## src/rtl/nrdiv_pkg.sv

```systemverilog
package nrdiv_pkg;
  typedef enum logic [1:0] {
    OP_STEP   = 2'd0,
    OP_INIT_S = 2'd1,
    OP_INIT_U = 2'd2,
    OP_RUN    = 2'd3
  } div_op_e;
endpackage

```

## src/rtl/nrdiv_core.sv

```systemverilog
module nrdiv_core #(
  parameter int W = 32
) (
  input  logic [W-1:0] rem_in,
  input  logic [W-1:0] div_in,
  input  logic         q_in,
  input  logic         m_in,
  input  logic         t_in,
  output logic [W-1:0] rem_out,
  output logic         q_out,
  output logic         t_out
);
  logic [W-1:0] shifted;
  logic         top_bit;
  logic         do_sub;
  logic         cflag;

  always_comb begin
    top_bit = rem_in[W-1];
    shifted = {rem_in[W-2:0], t_in};
    do_sub  = (q_in == m_in);
    if (do_sub) begin
      rem_out = shifted - div_in;
      cflag   = (rem_out > shifted);
    end else begin
      rem_out = shifted + div_in;
      cflag   = (rem_out < shifted);
    end
    q_out = top_bit ^ cflag ^ m_in;
    t_out = (q_out == m_in);
  end
endmodule

```

## src/rtl/nrdiv_flag_init.sv

```systemverilog
module nrdiv_flag_init (
  input  logic signed_mode,
  input  logic dividend_msb,
  input  logic divisor_msb,
  output logic q_out,
  output logic m_out,
  output logic t_out
);
  always_comb begin
    if (signed_mode) begin
      q_out = dividend_msb;
      m_out = divisor_msb;
    end else begin
      q_out = 1'b0;
      m_out = 1'b0;
    end
    t_out = q_out ^ m_out;
  end
endmodule

```

## src/rtl/nrdiv_seq_ctl.sv

```systemverilog
module nrdiv_seq_ctl #(
  parameter int W = 32
) (
  input  logic clk,
  input  logic rst,
  input  logic start,
  output logic busy,
  output logic last
);
  localparam int CNT_W = (W > 1) ? $clog2(W) : 1;
  localparam logic [CNT_W-1:0] LAST_CNT = CNT_W'(W - 1);

  logic [CNT_W-1:0] cnt;

  always_ff @(posedge clk) begin
    if (rst) begin
      busy <= 1'b0;
      cnt  <= '0;
    end else if (busy) begin
      cnt <= cnt + 1'b1;
      if (cnt == LAST_CNT) busy <= 1'b0;
    end else if (start) begin
      busy <= 1'b1;
      cnt  <= '0;
    end
  end

  assign last = busy && (cnt == LAST_CNT);
endmodule

```

## src/rtl/nrdiv_step_unit.sv

```systemverilog
module nrdiv_step_unit
  import nrdiv_pkg::*;
#(
  parameter int W = 32
) (
  input  logic         clk,
  input  logic         rst,
  input  logic         req_valid,
  output logic         req_ready,
  input  logic [1:0]   req_op,
  input  logic [W-1:0] req_rem,
  input  logic [W-1:0] req_divisor,
  input  logic         req_q,
  input  logic         req_m,
  input  logic         req_t,
  output logic         resp_valid,
  output logic [W-1:0] resp_rem,
  output logic         resp_q,
  output logic         resp_m,
  output logic         resp_t,
  output logic         seq_done,
  output logic [W-1:0] seq_quot
);
  div_op_e      op;
  logic         accept;
  logic         busy;
  logic         last;
  logic         start;

  logic [W-1:0] rem_r, div_r, quot_r;
  logic         q_r, m_r, t_r;
  logic         valid_r, done_r;

  logic [W-1:0] c_rem, c_div, n_rem;
  logic         c_q, c_m, c_t, n_q, n_t;
  logic         i_q, i_m, i_t;

  assign op        = div_op_e'(req_op);
  assign req_ready = !busy;
  assign accept    = req_valid && req_ready;
  assign start     = accept && (op == OP_RUN);

  assign c_rem = busy ? rem_r : req_rem;
  assign c_div = busy ? div_r : req_divisor;
  assign c_q   = busy ? q_r   : req_q;
  assign c_m   = busy ? m_r   : req_m;
  assign c_t   = busy ? t_r   : req_t;

  nrdiv_core #(.W(W)) u_core (
    .rem_in  (c_rem),
    .div_in  (c_div),
    .q_in    (c_q),
    .m_in    (c_m),
    .t_in    (c_t),
    .rem_out (n_rem),
    .q_out   (n_q),
    .t_out   (n_t)
  );

  nrdiv_flag_init u_init (
    .signed_mode  (op == OP_INIT_S),
    .dividend_msb (req_rem[W-1]),
    .divisor_msb  (req_divisor[W-1]),
    .q_out        (i_q),
    .m_out        (i_m),
    .t_out        (i_t)
  );

  nrdiv_seq_ctl #(.W(W)) u_ctl (
    .clk   (clk),
    .rst   (rst),
    .start (start),
    .busy  (busy),
    .last  (last)
  );

  always_ff @(posedge clk) begin
    if (rst) begin
      rem_r   <= '0;
      div_r   <= '0;
      quot_r  <= '0;
      q_r     <= 1'b0;
      m_r     <= 1'b0;
      t_r     <= 1'b0;
      valid_r <= 1'b0;
      done_r  <= 1'b0;
    end else begin
      valid_r <= 1'b0;
      done_r  <= 1'b0;
      if (busy) begin
        rem_r  <= n_rem;
        q_r    <= n_q;
        t_r    <= n_t;
        quot_r <= {quot_r[W-2:0], n_t};
        if (last) begin
          valid_r <= 1'b1;
          done_r  <= 1'b1;
        end
      end else if (accept) begin
        case (op)
          OP_STEP: begin
            rem_r   <= n_rem;
            q_r     <= n_q;
            m_r     <= req_m;
            t_r     <= n_t;
            valid_r <= 1'b1;
          end
          OP_INIT_S, OP_INIT_U: begin
            rem_r   <= req_rem;
            q_r     <= i_q;
            m_r     <= i_m;
            t_r     <= i_t;
            valid_r <= 1'b1;
          end
          default: begin
            rem_r  <= req_rem;
            div_r  <= req_divisor;
            q_r    <= req_q;
            m_r    <= req_m;
            t_r    <= req_t;
            quot_r <= '0;
          end
        endcase
      end
    end
  end

  assign resp_valid = valid_r;
  assign resp_rem   = rem_r;
  assign resp_q     = q_r;
  assign resp_m     = m_r;
  assign resp_t     = t_r;
  assign seq_done   = done_r;
  assign seq_quot   = quot_r;
endmodule

```

## config.mk

```make
export PLATFORM = sky130hd
export DESIGN_NAME = nrdiv_step_unit
export DESIGN_NICKNAME = d
export VERILOG_FILES = /design/src/rtl/nrdiv_pkg.sv /design/src/rtl/nrdiv_core.sv /design/src/rtl/nrdiv_flag_init.sv /design/src/rtl/nrdiv_seq_ctl.sv /design/src/rtl/nrdiv_step_unit.sv
export SDC_FILE = /design/constraint.sdc
export NUM_CORES = 1
export LEC_CHECK = 0
export BUFFER_PORTS_ARGS = -buffer_cell sky130_fd_sc_hd__buf_2
export CORE_MARGIN = 2
export CORE_UTILIZATION = 60
export CTS_CLUSTER_DIAMETER = 100
export DETAILED_ROUTE_END_ITERATION = 10
export GPL_ROUTABILITY_DRIVEN = 0
export PLACE_DENSITY = 0.83
export SKIP_CTS_REPAIR_TIMING = 1
export SYNTH_ARGS = -nofsm -noshare
export SYNTH_HDL_FRONTEND = slang
export SYNTH_HIERARCHICAL = 1
export SYNTH_SLANG_ARGS = --single-unit
```

## constraint.sdc

```tcl
create_clock -name clk -period 6.8 [get_ports clk]
set_clock_uncertainty 0.1 [all_clocks]
set_input_delay 0.68 -clock clk [delete_from_list [all_inputs] [get_ports clk]]
set_output_delay 0.68 -clock clk [all_outputs]
set_load 0.03 [all_outputs]
```

-- Word-level counts from Yosys, hierarchy flattened
Index checks and enable logic that the tools add are counted.
- register bits: 107
- bits in latches: 0
- bits in writable memories: 0
- bits in read-only memories: 0
- input port bits: 72
- output and inout bits: 70
- logic and storage cells: 71
- memories kept: 0
- add/subtract/negate cells: 3
- multiply operators: 0
- div/mod/pow operators: 0
- $lt $le $gt $ge: 2
- equality and inequality tests: 7
- shift-type cells: 0
- multiplexer cells: 31
- bitwise gates (word level): 5
- reduce and logical (&&, ||, !) cells: 13
- operators by type and width (cell ; count):
    2-to-1 mux 32 bit ; 9
    adder 32 bit ; 1
    greater-than comparator 32 bit ; 1
    less-than comparator 32 bit ; 1
    subtractor 32 bit ; 1
    2-to-1 mux 1 bit ; 18
    2-to-1 mux 5 bit ; 2
    adder 5 x 1 -> 5 bit (second input constant) ; 1
    equality test 5 bit (second input constant) ; 1
    equality test 2 bit (second input constant) ; 2
    case mux 1 bit (2 select lines) ; 2
    AND reduction 2 bit ; 2
    nonzero test 2 bit ; 2
    OR reduction 2 bit ; 2
    logical AND 1 bit ; 3
    AND reduction 3 bit ; 1
    OR reduction 3 bit ; 1
    bitwise XOR 1 bit ; 3
    equality test 1 bit ; 2
    equality test 2 x 1 -> 1 bit (second input constant) ; 1
    logical NOT 2 bit ; 1
    inequality test 2 x 1 -> 1 bit (second input constant) ; 1
    inverter 1 bit ; 2
    logical NOT 1 bit ; 1

-- Logic depth before layout (Yosys ltp)
- depth in word-level cells: 10
- depth in mapped cells: 29
- gate-level depth less buffers: 27

-- Hierarchy
The synthesis kept the hierarchy.
- modules (own cells, without submodules) (module ; instances ; cells an instance ; area an instance (µm²) ; seq. area each (µm²)):
    nrdiv_core ; 1 ; 819 ; 5564.1 ; 0.0
    nrdiv_step_unit ; 1 ; 537 ; 4787.1 ; 2021.9
    nrdiv_seq_ctl ; 1 ; 30 ; 271.5 ; 120.1
    nrdiv_flag_init ; 1 ; 4 ; 28.8 ; 0.0

-- Worst setup path after synthesis
OpenSTA, ideal clock, no wires.
- kind: flip-flop to flip-flop
- start: register u_ctl.busy
- end: register q_r, in the netlist resp_q
- library setup time: 137 ps
- data arrival time: 5496 ps
- required time: 6563 ps
- path slack: 1068 ps
- stages on the path, launching flop included: 29
- path buffers: 4
- clock period less this slack: 5732 ps
- cell sequence: dfxtp_1 > buf_2 > buf_2 > mux2_2 > ha_1 > buf_2 > clkinv_1 > a21oi_1 > or4_1 > o211ai_2 > nand2_1 > o31a_1 > buf_6 > o21ai_1 > a21oi_1 > xnor2_1 > ha_1 > a21o_1 > a21o_1 > a21oi_1 > nor2_1 > a2111oi_0 > nand2_1 > o21ai_0 > xnor2_1 > xnor2_1 > a221o_1 > nand3_1 > a21oi_1
- cells in the longest elaborated chain, start to end: 9
- elaborated cells between the ends (all ways): 19
- classes of those cells: add/sub (2); order compare (2); eq/ne (1); mux (9); bitwise (2); reduce/logical (3)
- RTL lines (what ; line ; RTL):
    from (decl) ; nrdiv_seq_ctl.sv:7 ; output logic busy,
    from (signal assigned) ; nrdiv_seq_ctl.sv:17 ; busy <= 1'b0;
    from (signal assigned) ; nrdiv_seq_ctl.sv:21 ; if (cnt == LAST_CNT) busy <= 1'b0;
    from (signal assigned) ; nrdiv_seq_ctl.sv:23 ; busy <= 1'b1;
    2-to-1 mux 32 bit (*) ; nrdiv_step_unit.sv:43 ; assign c_rem = busy ? rem_r : req_rem;
    named net c_rem[5] ; nrdiv_step_unit.sv:34 ; logic [W-1:0] c_rem, c_div, n_rem;
    adder 32 bit / subtractor 32 bit (equally long branches) ; nrdiv_core.sv:26, nrdiv_core.sv:23 ;
    less-than comparator 32 bit / greater-than comparator 32 bit (equally long branches) ; nrdiv_core.sv:27, nrdiv_core.sv:24 ;
    2-to-1 mux 1 bit (*) ; nrdiv_core.sv:22 ; if (do_sub) begin
    bitwise XOR 1 bit (*) (2 in a row) ; nrdiv_core.sv:29 ; q_out = top_bit ^ cflag ^ m_in;
    named net n_q ; nrdiv_step_unit.sv:35 ; logic c_q, c_m, c_t, n_q, n_t;
    case mux 1 bit (2 select lines) ; nrdiv_step_unit.sv:100 ; case (op)
    2-to-1 mux 1 bit ; nrdiv_step_unit.sv:99 ; end else if (accept) begin
    2-to-1 mux 1 bit (*) ; nrdiv_step_unit.sv:90 ; if (busy) begin
    to (signal assigned) ; nrdiv_step_unit.sv:92 ; q_r <= n_q;
    to (signal assigned) ; nrdiv_step_unit.sv:103 ; q_r <= n_q;
    to (signal assigned) ; nrdiv_step_unit.sv:110 ; q_r <= i_q;
    to (decl) ; nrdiv_step_unit.sv:31 ; logic q_r, m_r, t_r;
The timed path passes the listed nets; every way through them passes the cells marked *. The select of a mux whose other input is x is not followed.
A chain may end at the register's enable or synchronous reset.

-- Worst setup path in the final report
Same ends and word-level chain as after synthesis.

==> reports/summary.txt <==
Status - complete, no violations
Initial DRC Count - 1118
Final #Nets - 1684
GRT Total Usage - 0.3237
Post-DP HPWL - 22.93 mm
Chip width - 137.2 um
Area after DPL - 0.01142 mm2
Setup Crit Path Kind - register to register
Part of the power in the clock network - 0.204
R2R Path End - resp_q
Drt via density - 6.227
Area of the core - 0.01736 mm2
Hold Path Class - register to register
Unique masters post-synth - 80
Max_cap viols - 0
Area grow syn2layout - 10.28%
Worst vdd ir - 0.1468 mV
Logic pwr share - 0.533
Setup WS pre-CTS - 0.5011 ns
Dominant cell type by area after synthesis - dfxtp_1
TritonCTS Buffers - 9
Initial core utilization - 0.6137
Setup ws final - 0.4865 ns
CTS Sinks - 107
Flop pwr share - 0.263
Vias in the first global route - 10015
Initial antenna violation count - 1
Fmax - 158.4 MHz
Setup crit end kind - register
Crit path from - u_ctl/busy
Sequential cell area fraction in the yosys report - 0.2011
Main flop type after synthesis - dfxtp_1
Final setup viols - 0
First-pass GRT wire length - 48.59 mm
Wire per inst - 18.18 um
Synth area leaders - dfxtp_1 (20%), ha_1 (15%), mux2_2 (7.4%), nor2_1 (6.1%), a21oi_1 (6.1%)
Final setup TNS - 0 ns
Final ANT Viol Nets - 0
Synth Cell Area - 0.01065 mm2
Worst-skew pair later-pin latency - 0.37 ns
CTS tree - built
Via count - 10655
Commonest non-fill, non-tap cells in the layout - nor2_1 (173), nand2_1 (147), buf_2 (140), ha_1 (130), a21oi_1 (129)
Synthesized Nets - 1594
R2R Setup Slk - 0.49 ns
WP data arrival - 6.43 ns
Yosys warnings - 6
Fin. Hold Viols - 0
Fin area - 0.01175 mm2
Worst rel slew slack - 0.4460
Crit-path max FO - 24
Critical R2R Launch - u_ctl/busy
Synth Area per Inst - 7.663 um2
Longest Clk Path Bufs - 2
Row cnt - 48
Switching Fraction - 0.4369
WP data required - 6.92 ns
Leakage - 5.231 nW
RSZ-0062 raised after global routing - no
Initial DRT Pass Iterations - 6
Pin count of the biggest net entering global routing - 69
Worst setup path endpoint - resp_q
Power Density - 220.5 mW/mm2
Ports - 142
Yosys reg bits - 107
Grt total ovfl - 0
Final Slew Violations - 0
H-tree depth - 3
Cells after Synth - 1390
Worst-path clk slew - 0.08 ns
Worst-Margin Slew - 0.8301 ns
Most common cell after layout, fill and taps aside - nor2_1
Die Ht - 137.2 um
P_sw - 1.131 mW
Post-synth EDFFs - 0
Ys async rst share - 0
R2r worst-path depth - 22
Final Critical Period - 6.314 ns
Synth top area share - 0.2011
Cell-internal power - 1.458 mW
Type of origin of the critical path - register
IO Port Bufs - 141
Post-route clock period utilization - 0.9285
Fillers - 1439
Root buf cell - clkbuf_16
Drt total wl - 31.10 mm
Post-route DRC - 0
Die area - 0.01883 mm2
Layout cells sized above 1 - 0.2013
layer usage:
layer / vias to the layer above / track usage / share of wire
met5: - / 0 / 0
met4: 0 / 0.1621 / 0.046
met3: 114 / 0.05261 / 0.072
met2: 527 / 0.5459 / 0.47
met1: 4948 / 0.3988 / 0.41
li1: 5066 / - / -
stage by stage:
step,power (mW),util,hold WS (ns),cells
2_1_floorplan,1.701,-,0.3329,1390
3_3_place_gp,1.982,0.6582,0.3380,1693
3_5_place_dp,2.020,0.6582,0.3466,1693
4_1_cts,2.559,0.6748,0.3577,1709
5_1_grt,2.742,0.6768,0.3726,1711
6_report,2.590,0.6768,0.3551,1711
final cells by class:
cell class                 count  area [um2]  area share
multi-input combinational   1104        7789      0.6631
antenna                        1       2.502   0.0002130
timing repair buffer         161       875.8     0.07456
clock buffer                  10       239.0     0.02035
clock inverter                 6       48.80    0.004154
inverter                      97       364.1     0.03100
sequential                   107        2146      0.1827
tap                          225       281.5     0.02397
flip-flops by register name, indices dropped and copies added, names as in the netlist:
| register | count |
|---|---|
| div_r | 32 |
| resp_valid | 1 |
| seq_done | 1 |
| u_ctl/busy | 1 |
| resp_t | 1 |
| resp_m | 1 |
| u_ctl/cnt | 5 |
| seq_quot | 32 |
| resp_q | 1 |
| resp_rem | 32 |
power groups by stage:
stage               registers (mW)  logic [mW]  clock network, mW
detailed placement           0.696        1.32                  0
finish                       0.681        1.38              0.529
global route                 0.685        1.50              0.555
floorplan                    0.733       0.968                  0
global placement             0.695        1.29                  0
CTS                          0.682        1.34              0.538
synthesized netlist by cell type (all sizes together), types with 3 or more instances:
cell type,n
buf,44
nand3b,3
o21ai,70
o31a,5
or2,4
o31ai,8
a31oi,6
ha,130
and2,9
nand2b,12
dfxtp,107
a22oi,34
o211ai,10
nor3b,6
a211oi,9
nand3,18
nor2b,14
mux2i,5
o21bai,12
nor2,174
a21o,27
xor2,16
or3,4
nand4,15
a2111oi,5
nor3,15
nand2,148
clkbuf,38
xnor2,58
a221o,3
nor4,7
a21oi,131
inv,94
o21a,8
or3b,4
mux2,70
a311oi,34
clkinv,3
worst max-delay path, cell delays in order, from the launching register on:
cell and delay, ns:
dfxtp_4 0.59, mux2_2 0.42, ha_1 0.49, o21ai_1 0.12, a21oi_1 0.25, a21oi_1 0.21, a21oi_2 0.27, a311oi_1 0.22
o41a_1 0.58, o31ai_2 0.35, xnor2_1 0.11, ha_1 0.30, nand4_1 0.14, nor3_1 0.24, nor3b_1 0.29, a21oi_1 0.12
a22oi_1 0.19, o21ai_0 0.12, xnor2_1 0.41, xnor2_1 0.17, a221o_1 0.32, nand3_1 0.08, a21oi_1 0.06
cell families (layout without fill, tap and decap cells):
logic type                 after synthesis  in the layout  synth area share
xor gates and xnor gates                74             74           0.06085
buffers and inverters                  179            274           0.07024
and+or+nand+nor                        442            442            0.1841
adders and majority gates              132            132            0.1565
other                                    0              1                 0
muxes                                   75             75           0.07870
DFF                                    107            107            0.2011
AOI/OAI and AO/OA                      381            381            0.2486
worst min-delay path by stage:
stage	to	from	cells after the start	slack, ns
final	div_r[19]	div_r[19]	2	0.36
after global routing	div_r[15]	div_r[15]	2	0.37
after CTS	div_r[4]	div_r[4]	2	0.36
after detailed placement	div_r[18]	div_r[18]	2	0.35
after global placement	div_r[25]	div_r[25]	2	0.34
after floorplan	div_r[0]	div_r[0]	2	0.33
(Power assumes the default switching activity.)
